File: src/rtl/mdio_tgt_pkg.sv
package mdio_tgt_pkg;
  typedef enum logic [2:0] {
    S_HUNT,
    S_SOF,
    S_OPC,
    S_DEV,
    S_REG,
    S_TURN,
    S_DATA
  } fsm_t;
endpackage

File: src/rtl/mdio_tgt_sync.sv
module mdio_tgt_sync #(
  parameter int unsigned STAGES = 2
) (
  input  logic clk,
  input  logic rst_n,
  input  logic mdc_i,
  input  logic mdio_i,
  output logic bit_o,
  output logic rise_o
);
  logic [STAGES-1:0] mdc_ff;
  logic [STAGES-1:0] dat_ff;
  logic              mdc_last;

  // reset high so a clock parked high gives no false edge
  always_ff @(posedge clk or negedge rst_n) begin
    if (!rst_n) begin
      mdc_ff   <= '1;
      dat_ff   <= '1;
      mdc_last <= 1'b1;
    end else begin
      mdc_ff   <= {mdc_ff[STAGES-2:0], mdc_i};
      dat_ff   <= {dat_ff[STAGES-2:0], mdio_i};
      mdc_last <= mdc_ff[STAGES-1];
    end
  end

  assign rise_o = mdc_ff[STAGES-1] & ~mdc_last;
  assign bit_o  = dat_ff[STAGES-1];
endmodule

File: src/rtl/mdio_tgt_frame.sv
module mdio_tgt_frame
  import mdio_tgt_pkg::*;
#(
  parameter int unsigned AW      = 5,
  parameter int unsigned DW      = 16,
  parameter int unsigned PRE_LEN = 32,
  parameter int unsigned HOLE_LO = 7,
  parameter int unsigned HOLE_HI = 15
) (
  input  logic          clk,
  input  logic          rst_n,
  input  logic          rise_i,
  input  logic          bit_i,
  input  logic [AW-1:0] strap_i,
  input  logic [DW-1:0] rdata_i,
  output logic          mdio_o,
  output logic          mdio_oe,
  output logic [AW-1:0] addr_o,
  output logic [DW-1:0] wdata_o,
  output logic          we_o
);
  localparam int unsigned CW = $clog2(PRE_LEN + 1);
  localparam int unsigned NW = ((DW > AW) ? $clog2(DW) : $clog2(AW)) + 1;

  fsm_t          st;
  logic [CW-1:0] ones;
  logic [NW-1:0] cnt;
  logic          op_hi;
  logic          is_rd;
  logic [AW-1:0] dev_q;
  logic [AW-1:0] reg_q;
  logic [DW-1:0] sh;

  function automatic logic addr_live(input logic [AW-1:0] a);
    return !((int'(a) >= int'(HOLE_LO)) && (int'(a) <= int'(HOLE_HI)));
  endfunction

  always_ff @(posedge clk or negedge rst_n) begin
    if (!rst_n) begin
      st      <= S_HUNT;
      ones    <= '0;
      cnt     <= '0;
      op_hi   <= 1'b0;
      is_rd   <= 1'b0;
      dev_q   <= '0;
      reg_q   <= '0;
      sh      <= '0;
      mdio_o  <= 1'b0;
      mdio_oe <= 1'b0;
      we_o    <= 1'b0;
    end else begin
      we_o <= 1'b0;
      if (rise_i) begin
        case (st)
          S_HUNT: begin
            if (bit_i) begin
              if (ones != CW'(PRE_LEN)) ones <= ones + 1'b1;
            end else begin
              if (ones == CW'(PRE_LEN)) st <= S_SOF;
              ones <= '0;
            end
          end
          S_SOF: begin
            st  <= bit_i ? S_OPC : S_HUNT;
            cnt <= '0;
          end
          S_OPC: begin
            if (cnt == NW'(1)) begin
              cnt <= '0;
              if (op_hi != bit_i) begin
                is_rd <= op_hi;
                st    <= S_DEV;
              end else begin
                st <= S_HUNT;
              end
            end else begin
              op_hi <= bit_i;
              cnt   <= cnt + 1'b1;
            end
          end
          S_DEV: begin
            dev_q <= {dev_q[AW-2:0], bit_i};
            if (cnt == NW'(AW - 1)) begin
              cnt <= '0;
              st  <= S_REG;
            end else begin
              cnt <= cnt + 1'b1;
            end
          end
          S_REG: begin
            reg_q <= {reg_q[AW-2:0], bit_i};
            if (cnt == NW'(AW - 1)) begin
              cnt <= '0;
              st  <= (dev_q == strap_i) ? S_TURN : S_HUNT;
            end else begin
              cnt <= cnt + 1'b1;
            end
          end
          S_TURN: begin
            if (cnt == '0) begin
              if (is_rd) begin
                mdio_oe <= 1'b1;
                mdio_o  <= 1'b0;
                sh      <= addr_live(reg_q) ? rdata_i : '1;
                cnt     <= NW'(1);
              end else if (bit_i) begin
                cnt <= NW'(1);
              end else begin
                st <= S_HUNT;
              end
            end else begin
              cnt <= '0;
              if (is_rd) begin
                mdio_o <= sh[DW-1];
                sh     <= {sh[DW-2:0], 1'b0};
                st     <= S_DATA;
              end else begin
                st <= bit_i ? S_HUNT : S_DATA;
              end
            end
          end
          S_DATA: begin
            if (cnt == NW'(DW - 1)) begin
              cnt <= '0;
              st  <= S_HUNT;
            end else begin
              cnt <= cnt + 1'b1;
            end
            if (is_rd) begin
              if (cnt == NW'(DW - 1)) begin
                mdio_oe <= 1'b0;
              end else begin
                mdio_o <= sh[DW-1];
                sh     <= {sh[DW-2:0], 1'b0};
              end
            end else begin
              sh <= {sh[DW-2:0], bit_i};
              if (cnt == NW'(DW - 1)) we_o <= addr_live(reg_q);
            end
          end
          default: st <= S_HUNT;
        endcase
      end
    end
  end

  assign addr_o  = reg_q;
  assign wdata_o = sh;
endmodule

File: src/rtl/mdio_target.sv
module mdio_target #(
  parameter int unsigned AW          = 5,
  parameter int unsigned DW          = 16,
  parameter int unsigned PRE_LEN     = 32,
  parameter int unsigned SYNC_STAGES = 2,
  parameter int unsigned HOLE_LO     = 7,
  parameter int unsigned HOLE_HI     = 15
) (
  input  logic          clk,
  input  logic          rst_n,
  input  logic [AW-1:0] phy_addr_i,
  input  logic          mdc_i,
  input  logic          mdio_i,
  output logic          mdio_o,
  output logic          mdio_oe,
  output logic [AW-1:0] reg_addr_o,
  input  logic [DW-1:0] reg_rdata_i,
  output logic [DW-1:0] reg_wdata_o,
  output logic          reg_we_o
);
  logic mdc_rise;
  logic mdio_bit;

  mdio_tgt_sync #(.STAGES(SYNC_STAGES)) sync_i (
    .clk    (clk),
    .rst_n  (rst_n),
    .mdc_i  (mdc_i),
    .mdio_i (mdio_i),
    .bit_o  (mdio_bit),
    .rise_o (mdc_rise)
  );

  mdio_tgt_frame #(
    .AW(AW), .DW(DW), .PRE_LEN(PRE_LEN), .HOLE_LO(HOLE_LO), .HOLE_HI(HOLE_HI)
  ) frame_i (
    .clk     (clk),
    .rst_n   (rst_n),
    .rise_i  (mdc_rise),
    .bit_i   (mdio_bit),
    .strap_i (phy_addr_i),
    .rdata_i (reg_rdata_i),
    .mdio_o  (mdio_o),
    .mdio_oe (mdio_oe),
    .addr_o  (reg_addr_o),
    .wdata_o (reg_wdata_o),
    .we_o    (reg_we_o)
  );
endmodule

File: config.mk
export PLATFORM = sky130hd
export DESIGN_NAME = mdio_target
export DESIGN_NICKNAME = d
export VERILOG_FILES = /design/src/rtl/mdio_tgt_pkg.sv /design/src/rtl/mdio_tgt_sync.sv /design/src/rtl/mdio_tgt_frame.sv /design/src/rtl/mdio_target.sv
export SDC_FILE = /design/constraint.sdc
export NUM_CORES = 1
export LEC_CHECK = 0
export ABC_AREA = 0
export BUFFER_PORTS_ARGS = -buffer_cell sky130_fd_sc_hd__buf_2
export CORE_ASPECT_RATIO = 0.7
export CORE_UTILIZATION = 43
export CTS_CLUSTER_DIAMETER = 80
export DETAILED_ROUTE_END_ITERATION = 8
export GPL_TIMING_DRIVEN = 0
export REMOVE_ABC_BUFFERS = 1
export SYNTH_ARGS = -nofsm -noshare
export SYNTH_HDL_FRONTEND = slang
export SYNTH_HIERARCHICAL = 1
export SYNTH_SLANG_ARGS = --single-unit
File: constraint.sdc
create_clock -name clk -period 3.1 [get_ports clk]
set_input_delay 0.465 -clock clk [delete_from_list [all_inputs] [get_ports clk]]
set_output_delay 0.465 -clock clk [all_outputs]
set_load 0.03 [all_outputs]
== Word-level counts from Yosys, hierarchy flattened ==
Index checks and enable logic that the tools add are counted.

* Output and inout bits: 24
* Flip-flop bits (word level): 50
* Input port bits: 25
* Word-level logic and storage cells: 112

* Add/sub/neg operators: 2
* Bitwise logic cells: 3
* Equal/unequal tests: 28
* Muxes and demuxes: 46
* $lt $le $gt $ge: 2
* Reductions and logical operators: 17

{| class="wikitable"
|+ Operator list
! operator !! count
|-
| two-way mux 16 bit || 6
|-
| two-way mux 3 bit || 12
|-
| case mux 16 bit (2 select lines) || 1
|-
| two-way mux 5 bit || 6
|-
| case mux 5 bit (5 select lines) || 1
|-
| case mux 3 bit (7 select lines) || 1
|-
| inequality test 2 x 1 -> 1 bit (second input constant) || 9
|-
| two-way mux 1 bit || 13
|-
| two-way mux 6 bit || 2
|-
| equality test 3 bit (second input constant) || 3
|-
| inequality test 3 bit (second input constant) || 3
|-
| AND reduction 3 bit || 3
|-
| AND reduction 9 bit || 1
|-
| AND reduction 4 bit || 2
|-
| adder 6 x 1 -> 6 bit (second input constant) || 1
|-
| equality test 3 x 2 -> 1 bit (second input constant) || 2
|-
| equality test 6 bit (second input constant) || 1
|-
| inequality test 6 bit (second input constant) || 1
|-
| AND reduction 6 bit || 1
|-
| adder 5 x 1 -> 5 bit (second input constant) || 1
|-
| equality test 5 x 1 -> 1 bit (second input constant) || 1
|-
| equality test 5 x 3 -> 1 bit (second input constant) || 1
|-
| equality test 5 x 4 -> 1 bit (second input constant) || 1
|-
| equality test 5 bit || 1
|-
| other kinds (19) || 24
|}

== Longest topological paths before layout ==
Gate-level depths: netlist of run 1.

* Depth after elaboration: 7
* Gate-level depth with buffers: 9
* Depth with buffers taken out: 7

== Modules after synthesis ==
The synthesis of run 1 kept the hierarchy.

{| class="wikitable"
|+ Modules (own cells, without submodules)
! module !! area each (um^2) !! instances !! cells an instance !! sequential area each (um^2)
|-
| mdio_tgt_frame || 2,449.8 || 1 || 264 || 1,126.1
|-
| mdio_tgt_sync || 145.1 || 1 || 6 || 131.4
|}

== Worst setup path after synthesis of run 1 ==
No wires, ideal clock.

* Kind: register to register
* Start: reg frame_i.cnt[0]
* End: reg frame_i.st[1]
* Setup time: 128 ps
* Arrival: 2,115 ps
* Clock period less this slack: 2,243 ps
* Stages on the path, launching flop included: 8
* Path slack: 857 ps
* Buffers on the path: 0
* Path through: dfrtp_1 -> inv_1 -> ha_1 -> or4bb_1 -> a32oi_1 -> o211a_4 -> nor3b_4 -> mux2_1

* Cells in the longest elaborated chain, start to end: 3
* Elaborated cells on any way between the ends: 13

{| class="wikitable"
|+ RTL lines
! what !! RTL line !! source
|-
| start, declared || mdio_tgt_frame.sv:27 || <nowiki>logic [NW-1:0] cnt;</nowiki>
|-
| start signal, assigned || mdio_tgt_frame.sv:78 || <nowiki>cnt <= cnt + 1'b1;</nowiki>
|-
| start signal, assigned || mdio_tgt_frame.sv:87 || <nowiki>cnt <= cnt + 1'b1;</nowiki>
|-
| start signal, assigned || mdio_tgt_frame.sv:96 || <nowiki>cnt <= cnt + 1'b1;</nowiki>
|-
| equality test 5 x 4 -> 1 bit, or another cell as far along || mdio_tgt_frame.sv:123 || <nowiki>if (cnt == NW'(DW - 1)) begin</nowiki>
|-
| inequality test 2 x 1 -> 1 bit (no source line), or another cell as far along || n/a ||
|-
| AND reduction 9 bit (no source line) / case mux 3 bit (7 select lines) (equally long branches) || n/a ||
|-
| end signal, assigned || mdio_tgt_frame.sv:64 || <nowiki>st <= bit_i ? S_OPC : S_HUNT;</nowiki>
|-
| end signal, assigned || mdio_tgt_frame.sv:94 || <nowiki>st <= (dev_q == strap_i) ? S_TURN : S_HUNT;</nowiki>
|-
| end signal, assigned || mdio_tgt_frame.sv:118 || <nowiki>st <= bit_i ? S_HUNT : S_DATA;</nowiki>
|-
| end, declared || mdio_tgt_frame.sv:25 || <nowiki>fsm_t st;</nowiki>
|}

Parallel ways exist; a longest one is shown, timed or not.
A chain may end at the register's enable or synchronous reset.

== Worst setup path after layout of run 1 ==
* Start: reg frame_i.cnt[0]
* End: reg frame_i.sh[14] (netlist: frame_i/wdata_o[14])

* Cells in the longest elaborated chain, start to end: 3
* Elaborated cells on any way between the ends: 6

{| class="wikitable"
|+ RTL lines
! what !! RTL line !! source
|-
| equality test 5 x 4 -> 1 bit / zero test 5 bit (equally long branches) || mdio_tgt_frame.sv:130, mdio_tgt_frame.sv:100 ||
|-
| inequality test 3 bit (no source line) / two-way mux 16 bit (equally long branches) || n/a ||
|-
| AND reduction 4 bit (no source line) / case mux 16 bit (2 select lines) (equally long branches) || n/a ||
|-
| end signal, assigned || mdio_tgt_frame.sv:115 || <nowiki>sh <= {sh[DW-2:0], 1'b0};</nowiki>
|-
| end signal, assigned || mdio_tgt_frame.sv:134 || <nowiki>sh <= {sh[DW-2:0], 1'b0};</nowiki>
|-
| end signal, assigned || mdio_tgt_frame.sv:137 || <nowiki>sh <= {sh[DW-2:0], bit_i};</nowiki>
|-
| end, declared || mdio_tgt_frame.sv:32 || <nowiki>logic [DW-1:0] sh;</nowiki>
|}

Parallel ways exist; a longest one is shown, timed or not.

==> results of run 1 <==
==> final cells by class <==
type	instances	area [um^2]	area share, %
clock inverter	2	12.51	0.4170
inverter	12	45.04	1.501
sequential	50	1257	41.91
multi-input combinational	194	1241	41.37
clock buffer	6	82.58	2.752
timing repair buffer	49	267.8	8.924
tap	75	93.84	3.128
==> metal layers <==
metal  vias to the layer above  part of all wire (%)  global-route usage [%]  wire [um]
li1                       1043                     -                       -          -
met1                       985                    53                   26.30       2798
met2                        38                    42                   27.16       2229
met3                         2                   4.6                   3.881        245
met4                         0                  0.42                   3.977         22
met5                         -                     0                       0          0
==> layout by cell type (no fill, tap or decap), drive strengths merged, types with 6 or more instances in the layout <==
master / count
o21ai: 33
o22ai: 17
buf: 49
dfrtp: 45
a21oi: 10
nor2: 14
inv: 12
mux2: 11
nand3: 7
clkbuf: 6
nand2: 36
ha: 7
==> synth_stat cells (2+ instances only) <==
| cell | instances |
|---|---|
| dfrtp_1 | 45 |
| nand2_1 | 36 |
| o21ai_1 | 28 |
| o22ai_1 | 17 |
| nor2_1 | 14 |
| clkbuf_1 | 12 |
| inv_1 | 12 |
| a21oi_1 | 10 |
| mux2_2 | 9 |
| ha_1 | 7 |
| nand3_1 | 7 |
| dfstp_2 | 5 |
| nand2b_1 | 5 |
| o21ai_0 | 5 |
| a21o_1 | 4 |
| nor3_1 | 4 |
| nor4_1 | 4 |
| xnor2_1 | 4 |
| nand3b_1 | 3 |
| nor2b_1 | 3 |
| and2_1 | 2 |
| buf_2 | 2 |
| mux2_1 | 2 |
| mux2i_1 | 2 |
| nand4_1 | 2 |
| nor4b_1 | 2 |
| o31ai_1 | 2 |
| xor2_1 | 2 |
==> power groups by stage <==
stage	combinational (mW)	sequential, mW	clock [mW]
4_1_cts	1.13	1.05	0.406
3_3_place_gp	1.10	1.06	0
5_1_grt	1.26	1.09	0.435
6_report	1.13	1.05	0.391
3_5_place_dp	1.13	1.06	0
2_1_floorplan	0.624	1.23	0
==> registers in the layout, summed over array words and instances (netlist names) <==
register and flops:
sync_i/mdc_last 1, frame_i/dev_q 5, frame_i/cnt 5, frame_i/op_hi 1
frame_i/is_rd 1, sync_i/dat_ff 2, sync_i/mdc_ff 2, frame_i/st 3
frame_i/we_o 1, frame_i/mdio_o 1, frame_i/wdata_o 16, frame_i/addr_o 5
frame_i/ones 6, frame_i/mdio_oe 1
==> cells by family after synthesis <==
group / Yosys count / share of synthesized area, %
and+or+nand+nor: 90 / 18.42
AOI/OAI and AO/OA: 78 / 18.32
DFF: 50 / 48.46
buffers and inverters: 26 / 3.857
muxes: 13 / 5.545
adders and majority gates: 7 / 3.375
xor gates and xnor gates: 6 / 2.025
==> worst paths after layout <==
path                                                   end  slack, ns
max                        frame_i/wdata_o[14]$_DFFE_PN0P_       0.25
min                             sync_i/dat_ff[0]$_DFF_PN1_       0.26
max reg2reg                frame_i/wdata_o[14]$_DFFE_PN0P_       0.25
min reg2reg                     sync_i/mdc_ff[1]$_DFF_PN1_       0.36
max in group asynchronous   frame_i/wdata_o[3]$_DFFE_PN0P_       2.08
min in group asynchronous      frame_i/ones[0]$_DFFE_PN0P_       0.36
==> per-stage QoR <==
step	utilization (%)	hold slack, ns
floorplan	-	0.1694
global placement	49.69	0.3461
detailed placement	50.23	0.3468
CTS	51.87	0.2502
global route	51.87	0.2408
finish	51.87	0.2621
==> impl_metrics.toml, run 1 <==
[outcome]
outcome = "finished, final reports clean"

[routing]
num_vias = 2068
viasPerCell = 5.330
drtPass1Iterations = 4
postRouteWirelength_mm = 5.296
drtAntennaViolNets = 0
drt-initial-drc-count = 76
wl_per_cell_um = 13.65
drc = 0

[floorplan]
die_w_um = 94.85
row_count = 23
dieArea_mm2 = 0.006354
die_h_um = 67.00
pin_count = 49
initial_utilization_pct = 44.86
core_mm2 = 0.005784

[cts]
ctsHtreeMaxLevel = 2
clock_latency_ns = 0.30
cts_num_sinks = 50
cts_hold_buf = 0
clock_path_buffers = 2
cts-root-buf = "clkbuf_8"
cts_tree = "built"
cts_resized = 0
clk_pin_slew_ns = 0.09
postCtsSetupBuffers = 0
cts_buffers = 5

[power]
pwr-share-clk_pct = 15.2
power_mw = 2.571
swShare_pct = 43.93
p_int_mw = 1.442
combPwrFrac_pct = 44.0
p_per_area_mw_per_mm2 = 856.9
p_sw_mw = 1.129
ir_drop_mv = 0.4231
seq_power_share_pct = 40.8
leakagePower_nw = 1.365

[sta]
finalCriticalPeriod_ns = 2.851
finalSetupViolations = 0
finalWorstSetupSlack_ns = 0.2487
tns_ns = 0
rsz0062_at_grt = "no"
max_slew_margin_pct = 28.43
hold_violations = 0
worstMarginPinSlew_ns = 1.074
fin_crit_sh_pct = 91.98
fmax_mhz = 350.7
skew_ns = 0.009223
slew_viol_final = 0

[grt]
overflow = 0
track_usage_pct = 18.02
grt_max_degree = 51
grt_pass1_vias = 1920
grt_pass1_wl_mm = 8.907
antenna_found_initial = 0

[cells_and_area]
area_delta_synth_final_pct = 15.62
diodes = 0
instances_no_fill = 388
drive_above_1_share_pct = 24.60
n_fill_cell = 554
fin_nets = 344
final_area_mm2 = 0.003000

[hold_path]
hold_start = "mdio_i"
hp-class = "input pin to register"
hold_depth = 1

[setup_path]
slowest_stage = "and2_1"
crit_family = "simple AND/OR/NAND/NOR gates"
crit_fanout = 18
setup.worst_path.class = "register to register"
timing.critical_path.mode_cell = "o21ai_1"
cp_slowest_stage_delay_ns = 0.63
critPathBufInv = 1
arrival_ns = 3.02
cp.required_ns = 3.27
cp_cell_sequence = "inv_1 -> ha_1 -> nor4b_2 -> and2_1 -> o21ai_1 -> o22ai_1 -> o21ai_1"
crit_path_start_kind = "register"
reg2reg_from = "frame_i/cnt[0]$_DFFE_PN0P_"
r2r_cells = 7
cp-end-kind = "register"
crit_cells = 7
startpoint = "frame_i/cnt[0]$_DFFE_PN0P_"

[logic_synthesis]
syn-cell-area_mm2 = 0.002595
yosysWarningCount = 6
synth-edff-count = 0
synth_top_cell_by_area = "dfrtp_1"
syn_area_per_cell_um2 = 9.611
synth-seq-cells = 50
synth_ff_type = "dfrtp_1"
async_flop_share_pct = 100.0
synth_cell_type_count = 48
ys_seq_area_share_pct = 48.46
synth_area_leaders = "dfrtp_1 (43%), o21ai_1 (5.4%), nand2_1 (5.2%)"
synth_top_area_share_pct = 43.39
synth_cells = 270

[place]
place_inst = 380
hpwl_mm = 3.816
dp_slack_ns = 0.2729
portBuffers = 48
gp_congestion = 0.7702
dpl_cell_area_mm2 = 0.002905

[run]
maxCapViolCount = 0
Note: power is estimated with default switching activity, not from simulation.
==> inputs of run 2 (changes only) <==
--- a/config.mk
+++ b/config.mk
@@ -6,13 +6,11 @@
 export NUM_CORES = 1
 export LEC_CHECK = 0
 export ABC_AREA = 0
-export BUFFER_PORTS_ARGS = -buffer_cell sky130_fd_sc_hd__buf_2
-export CORE_ASPECT_RATIO = 0.7
+export BUFFER_PORTS_ARGS = -buffer_cell sky130_fd_sc_hd__buf_4
 export CORE_UTILIZATION = 43
 export CTS_CLUSTER_DIAMETER = 80
 export DETAILED_ROUTE_END_ITERATION = 8
 export GPL_TIMING_DRIVEN = 0
-export REMOVE_ABC_BUFFERS = 1
 export SYNTH_ARGS = -nofsm -noshare
 export SYNTH_HDL_FRONTEND = slang
 export SYNTH_HIERARCHICAL = 1
==> impl_metrics.toml, run 2 (synthesis gave the netlist of run 1 again) <==
[routing]
drt-initial-drc-count = 78
postRouteWirelength_mm = 5.814
drc = 0
drtAntennaViolNets = 0
num_vias = 2136
wl_per_cell_um = 14.61
drtPass1Iterations = 4
viasPerCell = 5.367

[setup_path]
setup.worst_path.class = "register to register"
cp_slowest_stage_delay_ns = 0.59
reg2reg_from = "frame_i/cnt[0]$_DFFE_PN0P_"
r2r_cells = 9
reg2reg_slack_ns = 0.51
startpoint = "frame_i/cnt[0]$_DFFE_PN0P_"
critPathCapture = "frame_i/wdata_o[7]$_DFFE_PN0P_"
timing.critical_path.mode_cell = "o21ai_1"
cp_cell_sequence = "inv_1 -> ha_1 -> nor4b_2 -> and2_1 -> buf_2 -> o21ai_1 -> clkbuf_1 -> o22ai_1 -> o21ai_1"
crit_path_start_kind = "register"
cp.required_ns = 3.27
cp-end-kind = "register"
arrival_ns = 2.76
r2r_end = "frame_i/wdata_o[7]$_DFFE_PN0P_"
slowest_stage = "nor4b_2"
crit_fanout = 10

[cts]
cts-root-buf = "clkbuf_8"
cts_num_sinks = 50
clk_pin_slew_ns = 0.09
clock_path_buffers = 2
cts_hold_buf = 0
ctsHtreeMaxLevel = 2
clock_latency_ns = 0.30
cts_resized = 0
postCtsSetupBuffers = 0
cts_tree = "built"
cts_buffers = 5

[grt]
overflow = 0
grt_pass1_wl_mm = 9.729
grt_max_degree = 51
grt_pass1_vias = 2054
antenna_found_initial = 0
track_usage_pct = 19.85

[sta]
rsz0062_at_grt = "no"
fin_crit_sh_pct = 83.39
skew_ns = 0.004627
tns_ns = 0
finalCriticalPeriod_ns = 2.585
whs_ns = 0.1745
fmax_mhz = 386.8
worstMarginPinSlew_ns = 0.7203
finalSetupViolations = 0
hold_violations = 0
max_slew_margin_pct = 51.54
slew_viol_final = 0

[cells_and_area]
seqCellArea_mm2 = 0.001257
largest_reg_flops = 16
diodes = 0
area_delta_synth_final_pct = 20.68
drive_above_1_share_pct = 23.31
final_cell_mix = "buf_4 (48), dfrtp_1 (45), nand2_1 (36)"
final_common_cell = "buf_4"
n_fill_cell = 535
multi_input_area_mm2 = 0.001237
fin_nets = 357

[floorplan]
row_count = 27
dieArea_mm2 = 0.006350
pin_count = 49
initial_utilization_pct = 45.72
die_h_um = 79.69
die_w_um = 79.69
core_mm2 = 0.005675

[power]
leakagePower_nw = 1.415
power_mw = 2.665
p_per_area_mw_per_mm2 = 851.0
ir_drop_mv = 0.3581

[place]
gp_congestion = 0.8505
portBuffers = 48
hpwl_mm = 4.095

[run]
maxCapViolCount = 0

[logic_synthesis]
syn_nets = 302

[outcome]
outcome = "finished, final reports clean"

[hold_path]
hp-class = "input pin to asynchronous set/reset pin"
==> run 2: critical path: cells and delay by family, from the launching register on <==
kind | cells | cell delay [ns]
AOI/OAI and AO/OA | 3 | 0.48
adders and majority gates | 1 | 0.16
and+or+nand+nor | 2 | 0.80
buffers and inverters | 3 | 0.56
DFF | 1 | 0.45
==> run 2: worst min path at each step <==
stage	slack (ns)	from	endpoint	depth (start not counted)
3_3_place_gp	0.35	sync_i/mdc_ff[0]$_DFF_PN1_	sync_i/mdc_ff[1]$_DFF_PN1_	0
4_1_cts	0.20	rst_n	frame_i/op_hi$_DFFE_PN0P_	1
2_1_floorplan	0.17	rst_n	frame_i/addr_o[0]$_DFFE_PN0P_	0
5_1_grt	0.24	rst_n	frame_i/dev_q[3]$_DFFE_PN0P_	1
3_5_place_dp	0.35	sync_i/dat_ff[0]$_DFF_PN1_	sync_i/dat_ff[1]$_DFF_PN1_	0
6_report	0.17	rst_n	frame_i/ones[5]$_DFFE_PN0P_	1
==> run 2: per-layer routing <==
layer	GRT usage, %	up-vias	share of wire [%]
li1	-	1069	-
met1	27.18	1026	49
met2	31.20	39	47
met3	3.429	2	3.3
met4	7.636	0	0.40
met5	0	-	0
==> run 2: layout make-up <==
cell class	instances	area share (%)
flip-flops and latches	50	40.15
well taps	72	2.877
repair buffers	48	11.51
clock inverters	2	0.4395
plain buffers	14	1.758
clock buffers	6	2.317
inverters	12	1.438
multi-input cells	194	39.51
==> run 2: metrics by stage <==
| stage | setup WS, ns | cells | instance area, um^2 | utilization, % |
|---|---|---|---|---|
| 3_3_place_gp | 0.5996 | 390 | 3045 | 53.66 |
| 5_1_grt | 0.2834 | 398 | 3132 | 55.18 |
| 6_report | 0.5149 | 398 | 3132 | 55.18 |
| 2_1_floorplan | 0.8570 | 270 | 2595 | - |
| 4_1_cts | 0.5411 | 398 | 3132 | 55.18 |
| 3_5_place_dp | 0.5656 | 390 | 3045 | 53.66 |
==> run 2: report_power, final <==
part | switching [mW] | internal [mW]
Sequential | 0.173 | 0.837
Clock | 0.217 | 0.160
Combinational | 0.769 | 0.511
==> inputs of run 3 (changes only) <==
--- a/config.mk
+++ b/config.mk
@@ -5,12 +5,13 @@
 export SDC_FILE = /design/constraint.sdc
 export NUM_CORES = 1
 export LEC_CHECK = 0
-export ABC_AREA = 0
+export ABC_AREA = 1
 export BUFFER_PORTS_ARGS = -buffer_cell sky130_fd_sc_hd__buf_4
 export CORE_UTILIZATION = 43
 export CTS_CLUSTER_DIAMETER = 80
 export DETAILED_ROUTE_END_ITERATION = 8
 export GPL_TIMING_DRIVEN = 0
+export PLACE_DENSITY = 0.66
 export SYNTH_ARGS = -nofsm -noshare
 export SYNTH_HDL_FRONTEND = slang
 export SYNTH_HIERARCHICAL = 1
==> constraint.sdc (replaced) <==
create_clock -name clk -period 2.2 [get_ports clk]
set_input_delay 0.33 -clock clk [delete_from_list [all_inputs] [get_ports clk]]
set_output_delay 0.33 -clock clk [all_outputs]
set_load 0.03 [all_outputs]
==> impl_metrics.toml, run 3 <==
[outcome]
outcome = "finished, final reports clean"

[sta]
finalCriticalPeriod_ns = 1.976
worstMarginPinSlew_ns = 0.6413
tns_ns = 0
hold_violations = 0
rsz0062_at_grt = "no"
skew_ns = 0.01001
fmax_mhz = 506.0
finalSetupViolations = 0
fin_crit_sh_pct = 89.83
max_slew_margin_pct = 57.25
slew_viol_final = 0

[setup_path]
arrival_ns = 2.17
crit_fanout = 10
crit_path_start_kind = "register"
setup.worst_path.class = "register to register"
reg2reg_slack_ns = 0.22
r2r_end = "frame_i/wdata_o[13]$_DFFE_PN0P_"
r2r_cells = 12
cp.required_ns = 2.39
reg2reg_from = "frame_i/cnt[0]$_DFFE_PN0P_"
cp-end-kind = "register"

[grt]
antenna_found_initial = 0
grt_pass1_wl_mm = 11.06
overflow = 0
track_usage_pct = 18.81
grt_pass1_vias = 2515
grt_max_degree = 51

[cells_and_area]
diodes = 0
instances_no_fill = 556
n_fill_cell = 700
largest_reg_flops = 16
fin_nets = 491
area_delta_synth_final_pct = 18.59
final_common_cell = "nand2_1"
final_cell_mix = "nand2_1 (118), inv_1 (51), buf_4 (51)"
drive_above_1_share_pct = 26.74
final_util_pct = 53.10

[place]
gp_congestion = 0.8182
hpwl_mm = 4.714
portBuffers = 48
place_inst = 548

[floorplan]
initial_utilization_pct = 44.77
pin_count = 49
dieArea_mm2 = 0.007494
die_h_um = 86.57
row_count = 30
core_mm2 = 0.006869
die_w_um = 86.57

[routing]
drtAntennaViolNets = 0
met2_length_mm = 3.047
postRouteWirelength_mm = 6.293
met1_length_mm = 2.983
num_vias = 2623
drc = 0
wl_per_cell_um = 11.32
drt-initial-drc-count = 117
drtPass1Iterations = 4
dr_wl_met3_um = 176
viasPerCell = 4.718
highest_layer = "met4"

[power]
leakagePower_nw = 1.869
ir_drop_mv = 0.3148
p_per_area_mw_per_mm2 = 1113
power_mw = 4.058

[logic_synthesis]
yosysWarningCount = 6
synthTopCellsByCount = "nand2_1 (118), inv_1 (51), dfrtp_1 (45)"
syn-cell-area_mm2 = 0.003075
synth_area_leaders = "dfrtp_1 (37%), nand2_1 (14%), inv_1 (6.2%)"
synth_ff_type = "dfrtp_1"
syn_area_per_cell_um2 = 7.613
ys_seq_area_share_pct = 40.89
async_flop_share_pct = 100.0
synth_cell_type_count = 26
synth_top_cell_by_area = "dfrtp_1"
synth_cells = 404
synth_most_common_cell = "nand2_1"
synth-seq-cells = 50
syn_nets = 436
synth_top_area_share_pct = 36.62
synth-edff-count = 0

[cts]
clk_pin_slew_ns = 0.09
cts_num_sinks = 50
cts_buffers = 5
cts_resized = 0
clock_path_buffers = 2
ctsHtreeMaxLevel = 2
cts_hold_buf = 0
clock_latency_ns = 0.30
cts-root-buf = "clkbuf_8"
postCtsSetupBuffers = 0
cts_tree = "built"

[run]
maxCapViolCount = 0

[hold_path]
hp-class = "input pin to asynchronous set/reset pin"
-- run 3: power by group --
part | internal (mW) | leakage [nW] | switching, mW
Combinational | 0.741 | 1.20 | 1.38
Clock | 0.254 | 0.0482 | 0.293
Sequential | 1.19 | 0.619 | 0.192
-- run 3: cell families after synthesis --
kind of cell	after synthesis	synth area share [%]
buf+inv	69	10.41
flops	50	40.89
fa+ha+maj	7	2.848
simple gates	232	35.92
xor+xnor	3	0.8545
compound gates	43	9.073
-- run 3: how the worst max path moves through the flow --
| stage | startpoint | end | depth (start not counted) |
|---|---|---|---|
| 6_report | frame_i/cnt[0]$_DFFE_PN0P_ | frame_i/wdata_o[13]$_DFFE_PN0P_ | 12 |
| 5_1_grt | frame_i/cnt[0]$_DFFE_PN0P_ | frame_i/wdata_o[9]$_DFFE_PN0P_ | 12 |
| 4_1_cts | frame_i/cnt[0]$_DFFE_PN0P_ | frame_i/wdata_o[13]$_DFFE_PN0P_ | 12 |
| 3_5_place_dp | frame_i/cnt[0]$_DFFE_PN0P_ | frame_i/wdata_o[13]$_DFFE_PN0P_ | 12 |
| 3_3_place_gp | frame_i/cnt[0]$_DFFE_PN0P_ | frame_i/wdata_o[13]$_DFFE_PN0P_ | 12 |
| 2_1_floorplan | frame_i/cnt[0]$_DFFE_PN0P_ | frame_i/wdata_o[1]$_DFFE_PN0P_ | 12 |
-- run 3: metal layers --
| layer | GRT usage (%) | up-vias |
|---|---|---|
| met3 | 3.810 | 7 |
| met1 | 23.62 | 1198 |
| met4 | 7.121 | 0 |
| met5 | 0 | - |
| met2 | 31.96 | 38 |
| li1 | - | 1380 |
-- run 3: area by class of cell --
type	instances	area [um^2]	area share, %
multi-input cells	285	1498	41.06
flip-flops and latches	50	1257	34.48
clock buffers	7	86.33	2.367
well taps	96	120.1	3.293
repair buffers	48	360.3	9.880
plain buffers	13	110.1	3.019
inverters	56	210.2	5.763
clock inverters	1	5.005	0.1372
-- run 3: worst max-delay path, cell delays in order, from the launching register on --
cell and delay (ns):
dfrtp_1 0.45, ha_1 0.21, nand2_1 0.06, nor2_1 0.14
ha_1 0.22, inv_1 0.11, nand2_2 0.08, nand2_1 0.07
nor2_2 0.20, nor2_8 0.06, buf_6 0.16, nand3_2 0.07
o21ai_2 0.05
-- run 3: stage by stage --
step                hold WS, ns  instance area [um^2]  setup WS (ns)
global placement         0.3458                  3556         0.2489
global route            0.09467                  3647        0.01192
finish                  0.03493                  3647         0.2237
floorplan               0.03441                  3075         0.4568
detailed placement       0.3476                  3556         0.2193
CTS                     0.06756                  3647         0.1844
